$ cat config.mk
export PLATFORM = sky130hd
export DESIGN_NAME = xlat_buffer
export DESIGN_NICKNAME = d
export VERILOG_FILES = /design/src/rtl/xlat_pkg.sv /design/src/rtl/xlat_dpath.sv /design/src/rtl/xlat_ctrl.sv /design/src/rtl/xlat_buffer.sv
export SDC_FILE = /design/constraint.sdc
export NUM_CORES = 2
export LEC_CHECK = 0
export ABC_CLOCK_PERIOD_IN_PS = 8400
export BUFFER_PORTS_ARGS = -buffer_cell sky130_fd_sc_hd__buf_2
export CORE_MARGIN = 4
export CORE_UTILIZATION = 55
export DETAILED_ROUTE_END_ITERATION = 12
export GPL_ROUTABILITY_DRIVEN = 0
export PLACE_DENSITY = 0.71
export RECOVER_POWER = 100
export SETUP_SLACK_MARGIN = 0.1
export SLEW_MARGIN = 5
export SYNTH_ARGS = -nofsm -noshare
export SYNTH_HDL_FRONTEND = slang
export SYNTH_SLANG_ARGS = --single-unit
export TNS_END_PERCENT = 30
$ cat constraint.sdc
create_clock -name clk -period 8.4 [get_ports clk]
set_input_delay 0.42 -clock clk [delete_from_list [all_inputs] [get_ports clk]]
set_output_delay 0.42 -clock clk [all_outputs]
set_load 0.05 [all_outputs]
$ cat src/rtl/xlat_pkg.sv
package xlat_pkg;
  localparam int VA_W  = 32;
  localparam int OFF_W = 12;
  localparam int VPN_W = VA_W - OFF_W;

  localparam logic [1:0] ACC_READ  = 2'd0;
  localparam logic [1:0] ACC_WRITE = 2'd1;
  localparam logic [1:0] ACC_EXEC  = 2'd2;

  localparam logic [1:0] RSP_OK     = 2'b00;
  localparam logic [1:0] RSP_PFAULT = 2'b01;
  localparam logic [1:0] RSP_PROT   = 2'b10;

  // strobes from control to datapath
  typedef struct packed {
    logic capture;    // latch the incoming request
    logic touch;      // refresh LRU age of the hit way
    logic fill;       // install walker mapping into victim way
    logic markDirty;  // set dirty bit of the hit way
  } ctrl_strobe_t;
endpackage

$ cat src/rtl/xlat_dpath.sv
module xlat_dpath
  import xlat_pkg::*;
#(
  parameter int NUM_ENTRIES = 64,
  parameter int WAYS        = 4,
  parameter int PPN_W       = 20
) (
  input  logic                   clk,
  input  logic                   rstN,
  input  ctrl_strobe_t           strobe,
  input  logic [VA_W-1:0]        reqVaddr,
  input  logic [1:0]             reqAccess,
  input  logic                   flushAll,
  input  logic                   invValid,
  input  logic [VPN_W-1:0]       invVpn,
  input  logic [PPN_W-1:0]       fillPpn,
  input  logic [2:0]             fillPerm,
  input  logic                   fillDirty,
  output logic                   hit,
  output logic                   permOk,
  output logic                   needDirty,
  output logic [VPN_W-1:0]       curVpn,
  output logic [PPN_W+OFF_W-1:0] paddr
);
  localparam int SETS  = NUM_ENTRIES / WAYS;
  localparam int IDX_W = $clog2(SETS);
  localparam int TAG_W = VPN_W - IDX_W;
  localparam int WAY_W = $clog2(WAYS);

  logic [WAYS-1:0]  validQ [SETS];
  logic [WAYS-1:0]  dirtyQ [SETS];
  logic [TAG_W-1:0] tagQ   [SETS][WAYS];
  logic [PPN_W-1:0] ppnQ   [SETS][WAYS];
  logic [2:0]       permQ  [SETS][WAYS];
  logic [WAY_W-1:0] ageQ   [SETS][WAYS];

  logic [VA_W-1:0]  vaQ;
  logic [1:0]       accQ;

  logic [IDX_W-1:0] curIdx, invIdx;
  logic [TAG_W-1:0] curTag, invTag;
  logic [WAYS-1:0]  hitVec;
  logic [WAY_W-1:0] hitWay, victim, touchWay;
  logic             foundInv, blocked;
  logic [2:0]       selPerm;
  logic [PPN_W-1:0] selPpn;

  assign curVpn = vaQ[VA_W-1:OFF_W];
  assign curIdx = curVpn[IDX_W-1:0];
  assign curTag = curVpn[VPN_W-1:IDX_W];
  assign invIdx = invVpn[IDX_W-1:0];
  assign invTag = invVpn[VPN_W-1:IDX_W];

  // tag compare; maintenance in the same cycle wins over the compare
  always_comb begin
    hitWay = '0;
    for (int w = 0; w < WAYS; w++) begin
      hitVec[w] = validQ[curIdx][w] && (tagQ[curIdx][w] == curTag);
      if (hitVec[w]) hitWay = WAY_W'(w);
    end
    blocked = flushAll || (invValid && (invVpn == curVpn));
    hit     = (|hitVec) && !blocked;
    selPerm = permQ[curIdx][hitWay];
    selPpn  = ppnQ[curIdx][hitWay];
    case (accQ)
      ACC_READ:  permOk = selPerm[0];
      ACC_WRITE: permOk = selPerm[1];
      ACC_EXEC:  permOk = selPerm[2];
      default:   permOk = 1'b0;
    endcase
    needDirty = (accQ == ACC_WRITE) && !dirtyQ[curIdx][hitWay];
    paddr     = {selPpn, vaQ[OFF_W-1:0]};
  end

  // victim: lowest invalid way, else the oldest way
  always_comb begin
    victim   = '0;
    foundInv = 1'b0;
    for (int w = 0; w < WAYS; w++) begin
      if (!validQ[curIdx][w] && !foundInv) begin
        victim   = WAY_W'(w);
        foundInv = 1'b1;
      end
    end
    if (!foundInv) begin
      for (int w = 0; w < WAYS; w++) begin
        if (ageQ[curIdx][w] == WAY_W'(WAYS - 1)) victim = WAY_W'(w);
      end
    end
  end

  assign touchWay = strobe.fill ? victim : hitWay;

  always_ff @(posedge clk or negedge rstN) begin
    if (!rstN) begin
      vaQ  <= '0;
      accQ <= '0;
      for (int s = 0; s < SETS; s++) begin
        validQ[s] <= '0;
        dirtyQ[s] <= '0;
        for (int w = 0; w < WAYS; w++) ageQ[s][w] <= WAY_W'(w);
      end
    end else begin
      if (strobe.capture) begin
        vaQ  <= reqVaddr;
        accQ <= reqAccess;
      end
      if (strobe.fill) begin
        validQ[curIdx][victim] <= 1'b1;
        dirtyQ[curIdx][victim] <= fillDirty;
      end
      if (strobe.markDirty) dirtyQ[curIdx][hitWay] <= 1'b1;
      if (strobe.fill || strobe.touch) begin
        for (int w = 0; w < WAYS; w++) begin
          if (WAY_W'(w) == touchWay)
            ageQ[curIdx][w] <= '0;
          else if (ageQ[curIdx][w] < ageQ[curIdx][touchWay])
            ageQ[curIdx][w] <= ageQ[curIdx][w] + 1'b1;
        end
      end
      if (invValid) begin
        for (int w = 0; w < WAYS; w++) begin
          if (tagQ[invIdx][w] == invTag) validQ[invIdx][w] <= 1'b0;
        end
      end
      if (flushAll) begin
        for (int s = 0; s < SETS; s++) validQ[s] <= '0;
      end
    end
  end

  // payload fields carry no reset
  always_ff @(posedge clk) begin
    if (strobe.fill) begin
      tagQ[curIdx][victim]  <= curTag;
      ppnQ[curIdx][victim]  <= fillPpn;
      permQ[curIdx][victim] <= fillPerm;
    end
  end
endmodule

$ cat src/rtl/xlat_ctrl.sv
module xlat_ctrl
  import xlat_pkg::*;
(
  input  logic         clk,
  input  logic         rstN,
  input  logic         reqValid,
  output logic         reqReady,
  input  logic         hit,
  input  logic         permOk,
  input  logic         needDirty,
  input  logic         flushAll,
  input  logic         walkRspValid,
  input  logic         walkRspFault,
  output ctrl_strobe_t strobe,
  output logic         walkReqValid,
  output logic         walkReqDirty,
  output logic         rspValid,
  output logic [1:0]   rspStatus
);
  typedef enum logic [1:0] {S_IDLE, S_LOOK, S_WALK, S_DWALK} state_e;
  state_e stateQ, stateD;
  logic   dropQ;

  always_comb begin
    stateD       = stateQ;
    strobe       = '0;
    reqReady     = 1'b0;
    walkReqValid = 1'b0;
    walkReqDirty = 1'b0;
    rspValid     = 1'b0;
    rspStatus    = RSP_OK;
    case (stateQ)
      S_IDLE: begin
        reqReady = 1'b1;
        if (reqValid) begin
          strobe.capture = 1'b1;
          stateD         = S_LOOK;
        end
      end
      S_LOOK: begin
        if (hit) begin
          strobe.touch = 1'b1;
          if (!permOk) begin
            rspValid  = 1'b1;
            rspStatus = RSP_PROT;
            stateD    = S_IDLE;
          end else if (needDirty) begin
            strobe.markDirty = 1'b1;
            stateD           = S_DWALK;
          end else begin
            rspValid = 1'b1;
            stateD   = S_IDLE;
          end
        end else begin
          stateD = S_WALK;
        end
      end
      S_WALK, S_DWALK: begin
        walkReqValid = 1'b1;
        walkReqDirty = (stateQ == S_DWALK);
        if (walkRspValid) begin
          if (walkRspFault) begin
            rspValid  = 1'b1;
            rspStatus = RSP_PFAULT;
            stateD    = S_IDLE;
          end else begin
            strobe.fill = (stateQ == S_WALK) && !dropQ && !flushAll;
            stateD      = S_LOOK;
          end
        end
      end
      default: stateD = S_IDLE;
    endcase
  end

  always_ff @(posedge clk or negedge rstN) begin
    if (!rstN) begin
      stateQ <= S_IDLE;
      dropQ  <= 1'b0;
    end else begin
      stateQ <= stateD;
      if (stateQ == S_LOOK) dropQ <= 1'b0;
      else if (flushAll && (stateQ == S_WALK)) dropQ <= 1'b1;
    end
  end
endmodule

$ cat src/rtl/xlat_buffer.sv
module xlat_buffer
  import xlat_pkg::*;
#(
  parameter int NUM_ENTRIES = 64,
  parameter int WAYS        = 4,
  parameter int PPN_W       = 20
) (
  input  logic                   clk,
  input  logic                   rstN,
  input  logic                   reqValid,
  output logic                   reqReady,
  input  logic [31:0]            reqVaddr,
  input  logic [1:0]             reqAccess,
  output logic                   rspValid,
  output logic [1:0]             rspStatus,
  output logic [PPN_W+11:0]      rspPaddr,
  output logic                   walkReqValid,
  output logic [19:0]            walkReqVpn,
  output logic                   walkReqDirty,
  input  logic                   walkRspValid,
  input  logic                   walkRspFault,
  input  logic [PPN_W-1:0]       walkRspPpn,
  input  logic [2:0]             walkRspPerm,
  input  logic                   walkRspDirty,
  input  logic                   baseWrite,
  input  logic                   invValid,
  input  logic [19:0]            invVpn
);
  ctrl_strobe_t strobe;
  logic hit, permOk, needDirty;

  xlat_ctrl ctrl_i (
    .clk, .rstN, .reqValid, .reqReady,
    .hit, .permOk, .needDirty,
    .flushAll(baseWrite),
    .walkRspValid, .walkRspFault,
    .strobe, .walkReqValid, .walkReqDirty,
    .rspValid, .rspStatus
  );

  xlat_dpath #(.NUM_ENTRIES(NUM_ENTRIES), .WAYS(WAYS), .PPN_W(PPN_W)) dpath_i (
    .clk, .rstN, .strobe,
    .reqVaddr, .reqAccess,
    .flushAll(baseWrite), .invValid, .invVpn,
    .fillPpn(walkRspPpn), .fillPerm(walkRspPerm), .fillDirty(walkRspDirty),
    .hit, .permOk, .needDirty,
    .curVpn(walkReqVpn), .paddr(rspPaddr)
  );
endmodule

Word-level counts from Yosys, hierarchy flattened
Memory sizes are Yosys's and may differ from the RTL's.
Cells that the tools add are included.
{ "word_totals": {"regBits": 293, "latch_bits": 0, "ram_bits": 2496, "rom_bits": 0, "input_bits": 85, "out_inout_bits": 58, "wordCells": 338, "n_memories": 3} }
{ "classes": {"addsub": 4, "mul": 0, "n_div": 0, "magnitude_cmp": 16, "eq_ne": 23, "shifts": 0, "mux": 133, "n_bitwise": 23, "reduce_logical": 36} }
{ "memory_table": {"columns": ["name", "depth", "word_bits", "read_ports", "rd_ports_with_merged_regs", "wr", "line", "source"], "rows": [
  ["dpath_i.ppnQ", 16, 80, 1, 0, 1, "xlat_dpath.sv:33", "logic [PPN_W-1:0] ppnQ [SETS][WAYS];"],
  ["dpath_i.tagQ", 16, 64, 2, 0, 1, "xlat_dpath.sv:32", "logic [TAG_W-1:0] tagQ [SETS][WAYS];"],
  ["dpath_i.permQ", 16, 12, 1, 0, 1, "xlat_dpath.sv:34", "logic [2:0] permQ [SETS][WAYS];"]
]} }
{ "ops": {"columns": ["cell", "count"], "rows": [
  ["128-bit 2-to-1 mux", 11],
  ["64-bit 2-to-1 mux", 13],
  ["128-bit AND", 4],
  ["128-bit bitwise mux", 4],
  ["128-bit inverter", 4],
  ["64-bit AND", 4],
  ["64-bit inverter", 4],
  ["8-bit demux with 4-bit select", 4],
  ["16-bit == test", 8],
  ["64-bit bitwise OR", 2],
  ["4-bit demux with 4-bit select", 6],
  ["80-bit 2-to-1 mux", 1],
  ["64-bit bitwise mux", 1],
  ["20-bit 2-to-1 mux", 3],
  ["2-bit 2-to-1 mux", 22],
  ["20-bit binary-select mux with 2-bit select", 1],
  ["20-bit demux with 2-bit select", 1],
  ["1-bit 2-to-1 mux", 34],
  ["4-bit binary-select mux with 4-bit select", 2],
  ["8-bit binary-select mux with 4-bit select", 1],
  ["16-bit demux with 2-bit select", 1],
  ["4-bit 2-to-1 mux", 8],
  ["8-bit 2-to-1 mux", 3],
  ["20-bit == test", 1],
  ["36 further kinds", 92]
]} }

Longest topological paths before layout
{ "depth": {"depth_word": 39, "ltp_mapped": 37} }

Hierarchy
From an unflattened synthesis, not the netlist that was laid out.
{ "hier_totals": {"cells_unflattened": 5983, "hier_area_um2": 120152.7} }
{ "modules_own_cells": {"columns": ["mod", "instances", "cells_each", "area_each_um2", "seq_area_each_um2"], "rows": [
  ["xlat_dpath", 1, 5957, 119953.8, 82288.9],
  ["xlat_ctrl", 1, 26, 198.9, 75.1]
]} }

Worst setup path before layout
Ideal clock, no wire load.
{ "synth_timing": {"kind": "reg-to-reg", "from": "register dpath_i.vaQ[12]", "to": "register dpath_i.dirtyQ[25] (netlist name)", "arrival_time_ns": 7.792, "required_time_ns": 8.264, "path_slack_ns": 0.472, "path_stages_with_launch": 25, "n_path_buf": 14, "period_less_slack_ns": 7.928, "path_cell_list": "dfrtp_1 > buf_2 > buf_4 > buf_4 > buf_4 > buf_4 > buf_6 > buf_4 > buf_4 > buf_4 > buf_4 > buf_2 > buf_2 > buf_2 > mux4_2 > mux4_2 > ha_1 > nand2b_1 > o311a_1 > inv_1 > nand3_1 > clkbuf_1 > nor2_1 > mux2i_1 > o41ai_1"} }
{ "synth_via": {"elab_chain_len": 28, "word_cells_on_any_way": 87, "classes_between": "order compare: 6; eq/ne: 9; mux: 45; bitwise: 3; reduce/logical: 22; memory: 2"} }
{ "synth_rtl": {"columns": ["item", "line", "source"], "rows": [
  ["start: declaration", "xlat_dpath.sv:37", "logic [VA_W-1:0] vaQ;"],
  ["start signal: assignment", "xlat_dpath.sv:105", "vaQ <= reqVaddr;"],
  ["4-bit inverter with 5-bit output (not written as such)", null, null],
  ["4-bit binary-select mux with 4-bit select", "xlat_dpath.sv:58, xlat_dpath.sv:80", null],
  ["4-bit 2-to-1 mux (not written as such) (2 in series)", "xlat_dpath.sv:58, xlat_dpath.sv:80", null],
  ["1-bit zero test", "xlat_dpath.sv:80", "if (!validQ[curIdx][w] && !foundInv) begin"],
  ["1-bit logical AND", "xlat_dpath.sv:80", null],
  ["1-bit 2-to-1 mux", "xlat_dpath.sv:80", null],
  ["1-bit zero test", "xlat_dpath.sv:80", null],
  ["1-bit logical AND", "xlat_dpath.sv:80", null],
  ["[11 not listed]", null, null],
  ["1-bit 2-to-1 mux (not written as such)", "xlat_dpath.sv:110", "dirtyQ[curIdx][victim] <= fillDirty;"],
  ["1-bit demux with 2-bit select", null, null],
  ["4-bit 2-to-1 mux (not written as such)", "xlat_dpath.sv:110", null],
  ["4-bit demux with 4-bit select", "xlat_dpath.sv:110", null],
  ["64-bit bitwise mux", "xlat_dpath.sv:110", null],
  ["64-bit 2-to-1 mux", "xlat_dpath.sv:108", "if (strobe.fill) begin"],
  ["64-bit bitwise OR (no line)", null, null],
  ["64-bit 2-to-1 mux *", "xlat_dpath.sv:112", "if (strobe.markDirty) dirtyQ[curIdx][hitWay] <= 1'b1;"],
  ["end signal: indexed assignment", "xlat_dpath.sv:110", null],
  ["end: declaration", "xlat_dpath.sv:31", "logic [WAYS-1:0] dirtyQ [SETS];"]
]} }
Mark *: on every way between the ends. The rest lies on a longest branch, timed or not. The select of a mux whose other input is x is not followed.
A chain may end at the register's enable or synchronous reset.

Worst setup path after layout
{ "layout_timing": {"from": "register dpath_i.vaQ[12]", "to": "memory dpath_i.ppnQ[10][50] (netlist name), enable pin"} }
{ "layout_via": {"elab_chain_len": 24, "word_cells_on_any_way": 38, "classes_between": "order compare: 2; eq/ne: 4; mux: 21; bitwise: 2; reduce/logical: 9"} }
{ "layout_rtl": {"columns": ["item", "line", "source"], "rows": [
  ["4-bit inverter with 5-bit output (not written as such)", "xlat_dpath.sv:80, xlat_dpath.sv:87", null],
  ["4-bit binary-select mux with 4-bit select", "xlat_dpath.sv:80", null],
  ["4-bit 2-to-1 mux (not written as such) (2 in series)", "xlat_dpath.sv:80", null],
  ["1-bit zero test", "xlat_dpath.sv:80", null],
  ["1-bit logical AND", "xlat_dpath.sv:80", null],
  ["1-bit 2-to-1 mux", "xlat_dpath.sv:80", null],
  ["1-bit zero test", "xlat_dpath.sv:80", null],
  ["1-bit logical AND", "xlat_dpath.sv:80", null],
  ["[4 not listed]", null, null],
  ["2-bit 2-to-1 mux (4 in series)", "xlat_dpath.sv:87", "if (ageQ[curIdx][w] == WAY_W'(WAYS - 1)) victim = WAY_W'(w);"],
  ["2-bit 2-to-1 mux", "xlat_dpath.sv:85", "if (!foundInv) begin"],
  ["2-bit inverter with 3-bit output (not written as such)", "xlat_dpath.sv:136", "ppnQ[curIdx][victim] <= fillPpn;"],
  ["3-bit greater-or-equal comparator (not written as such) / 3-bit by 1-bit less-than comparator with 1-bit output (equally long branches)", "xlat_dpath.sv:136", null],
  ["1-bit logical AND (not written as such)", "xlat_dpath.sv:136", null],
  ["20-bit 2-to-1 mux (not written as such)", "xlat_dpath.sv:136", null],
  ["20-bit demux with 2-bit select", "xlat_dpath.sv:136", null],
  ["80-bit 2-to-1 mux (not written as such)", "xlat_dpath.sv:136", null],
  ["end: declaration", "xlat_dpath.sv:33", null]
]} }
Several ways; a longest one is shown, not always the timed one. The select of a mux whose other input is x is not followed.

==> flow_metrics.py <==
metrics = {
    "run_status": {
        "status": "finished with violations",
        "violations": "capacitance limit, slew limit",
    },
    "synth": {
        "synth.distinct_cells": 84,
        "synth_enable_flop_cells": 2496,
        "ys.flop_type": "edfxtp_1",
        "synth_cells": 5979,
        "yosysWarnings": 0,
        "synthesis.nets": 6072,
        "ys_seq_area_share_pct": 68.4,
        "avgSynthCellArea_um2": 20.1,
        "synth_area_um2": 120000,
        "ys_seq_elements": 2789,
        "synth_async_sr_flop_share_pct": 10.5,
    },
    "cts": {
        "clock_latency_ns": 0.95,
        "cts_buffers": 303,
        "cts_buffer_depth": 4,
        "cts_resized": 0,
        "clock_sinks": 2789,
        "clkTransAtPathRegs_ns": 0.07,
        "tritoncts": "yes",
        "htreeDepth": 5,
        "root_buffer": "clkbuf_16",
    },
    "floorplanning": {
        "fp.dieH_um": 476,
        "dieArea_um2": 226000,
        "die_x_um": 476,
        "io_pins": 143,
        "start_util_pct": 55.4,
        "core_area_um2": 217000,
        "row_count": 171,
    },
    "global_routing": {
        "grt_use_met1_pct": 43.9,
        "met2_usage_pct": 47.3,
        "grt_usage_pct": 31.1,
        "grt_overflow_total": 0,
        "busiest_layer": "met2",
        "grt_max_degree": 152,
        "grt_pass1_wl_um": 498000,
        "met3_usage_pct": 6.61,
        "grt_pass1_vias": 66664,
        "antenna_found_initial": 6,
    },
    "timing": {
        "fin_tns_setup_ns": 0,
        "period_needed_ns": 8.25,
        "worst_slack_ns": 0.154,
        "rsz0062_at_grt": "no",
        "finalCritPeriodShare_pct": 98.2,
        "max-slew-margin-rel_pct": -302,
        "fin_worst_skew_ns": 0.0699,
        "finalSetupViolCount": 0,
        "finalHoldViolCount": 0,
        "tightest_slew_ns": 6.03,
        "fmax_ghz": 0.121,
        "slew_viol_final": 4020,
    },
    "placed_design": {
        "place_ws_ns": 0.704,
        "port_buffers": 142,
        "placed_cells": 8791,
        "hpwl_um": 207000,
    },
    "finish": {
        "ff_latch_area_um2": 82400,
        "nNetsFinal": 6372,
        "drive_gt1_share_pct": 29.8,
        "syn2layout_area_growth_pct": 11.3,
        "stdcell_count": 9345,
        "fillCellCount": 15033,
        "multi_input_area_um2": 35900,
    },
    "setup_path": {
        "cp_num_buf_inv": 3,
        "critPathKind": "reg2reg",
        "crit_cells": 10,
        "end_kind": "flop",
        "crit_arrival_ns": 8.79,
        "reg2reg_depth": 10,
        "cp_common_cell": "mux4_2",
        "crit_start": "dpath_i.vaQ[12]$_DFFE_PN0P_",
        "r2r-start": "dpath_i.vaQ[12]$_DFFE_PN0P_",
        "cp_slowest_stage_delay_ns": 2.77,
        "slowest_stage": "nor2_1",
        "path_delay_family": "simple AND/OR/NAND/NOR gates",
        "path_cells": "buf_4 > mux4_2 > mux4_2 > ha_1 > nand2b_1 > o311a_1 > inv_1 > nand3_1 > nor2_1 > clkbuf_2",
        "required_ns": 8.94,
        "critPathMaxFanout": 33,
        "crit_path_start_kind": "flop",
    },
    "worst_hold_path": {
        "whs_path_depth": 6,
        "hp-start": "invValid",
        "hp-class": "in2reg",
    },
    "route": {
        "drt-initial-drc-count": 10356,
        "drt-wirelength-per-cell_um": 37.3,
        "dr.pass1.iters": 6,
        "drc": 0,
        "viasPerCell": 7.07,
        "drt-total-wl_um": 349000,
        "final_antenna_net_count": 0,
        "num_vias": 66106,
    },
    "flow_run": {
        "max_cap_violations": 121,
    },
    "power": {
        "peakVddDrop_mv": 0.449,
        "leakage_uw": 0.0434,
        "cellPowerDensity_nw_per_um2": 309,
    },
}
==> worst paths after layout <==
kind	slack (ns)	end
worst max-delay path	0.15	dpath_i.ppnQ[10][50]$_DFFE_PP_
worst min-delay path	0.22	dpath_i.validQ[29]$_DFF_PN0_
worst max register to register	0.15	dpath_i.ppnQ[10][50]$_DFFE_PP_
worst min register to register	0.48	dpath_i.ageQ[38]$_DFFE_PN0P_
max in group asynchronous	1.37	dpath_i.dirtyQ[36]$_DFF_PN0_
min in group asynchronous	2.28	dpath_i.vaQ[1]$_DFFE_PN0P_
==> timing repair <==
action,in CTS,in global routing
hold buffers,37,0
hold endpoints to repair,134,0
buffers inserted,0,0
==> cell type report <==
cell class                      count  share of cell area (%)
Tap cell                         2854                    2.67
Antenna cell                        5                 0.00934
Clock buffer                      358                    5.94
Clock inverter                    154                   0.864
Inverter                           32                  0.0915
Sequential cell                  2789                    61.5
Timing Repair Buffer              434                    2.11
Multi-Input combinational cell   2719                    26.8
==> per-stage QoR <==
step / area (µm²) / utilization [%] / power (µW) / hold WS, ns
finish: 134000 / 61.6 / 41300 / 0.218
global route: 134000 / 61.6 / 42700 / 0.208
CTS: 135000 / 62.1 / 41500 / 0.129
detailed placement: 126000 / 57.8 / 29000 / 0.472
global placement: 126000 / 57.8 / 29000 / 0.465
floorplan: 120000 / - / 25100 / 0.124
==> power by group <==
group          internal [µW]  switching [µW]
Clock                   7210            5290
Sequential             16000             458
Combinational           4960            7370
==> sequential cells by signal (all words and copies together), names as in the netlist <==
| register | count |
|---|---|
| dpath_i.ppnQ | 1280 |
| dpath_i.tagQ | 1024 |
| dpath_i.permQ | 192 |
| dpath_i.ageQ | 128 |
| dpath_i.dirtyQ | 64 |
| dpath_i.validQ | 64 |
| dpath_i.vaQ | 32 |
| ctrl_i.stateQ | 2 |
| dpath_i.accQ | 2 |
| ctrl_i.dropQ | 1 |
==> cells by family after synthesis <==
group           count (synthesis)  share of synthesized area, %
compound gates                495                          2.81
xor+xnor                      156                          1.14
fa+ha+maj                       8                        0.0832
buf+inv                       471                          1.79
flops                        2789                          68.4
mux                          1473                          23.5
simple gates                  587                          2.25
==> synthesized netlist by cell type (all sizes together), types with 10 or more instances <==
master | count | share of area (%)
buf | 262 | 1.1
dfstp | 64 | 1.4
a211oi | 12 | 0.079
a22oi | 54 | 0.34
mux2i | 283 | 2.4
o21ai | 131 | 0.54
inv | 27 | 0.084
o41ai | 16 | 0.12
and3 | 10 | 0.052
a21oi | 32 | 0.14
mux4 | 1069 | 20
nor3 | 26 | 0.11
and2 | 13 | 0.068
xnor2 | 60 | 0.44
edfxtp | 2496 | 62
dfrtp | 229 | 4.8
o22ai | 80 | 0.42
o31ai | 85 | 0.53
clkbuf | 177 | 0.55
nand2 | 160 | 0.50
mux2 | 121 | 1.1
nand2b | 29 | 0.15
nor2b | 14 | 0.073
nand3 | 18 | 0.075
nor4 | 30 | 0.17
nand4 | 18 | 0.094
a221oi | 13 | 0.10
nor2 | 234 | 0.73
xor2 | 96 | 0.70
==> cells in the final DEF, fill, tap and decap left out, types with 60 or more instances in the layout <==
cell type     n
buf_2        72
xnor2_1      60
buf_4       104
xor2_1       96
o31ai_1      85
clkbuf_16   309
o22ai_1      80
dfrtp_1     222
mux4_2     1069
dfstp_2      64
edfxtp_1   2496
mux2_2       96
mux2i_1     283
o21ai_0     131
clkinv_1     68
clkbuf_1    185
nor2_1      221
nand2_1     160
==> per-layer routing <==
layer | part of all wire (%) | wire, µm | vias to the layer above
met5 | 0.015 | 53 | -
met4 | 5.5 | 19300 | 8
met3 | 12 | 40700 | 920
met2 | 46 | 162000 | 4610
met1 | 36 | 127000 | 34910
li1 | - | - | 25658
==> worst register-to-register path, stage by stage (launching register included) <==
cell      delay (ns)
dfrtp_4         0.86
buf_4           0.63
mux4_2          0.67
mux4_2          0.56
ha_1            0.31
nand2b_1        0.20
o311a_1         0.37
inv_1           0.10
nand3_1         0.62
nor2_1          2.78
clkbuf_2        0.78
Power figures use the tool's default switching activity.
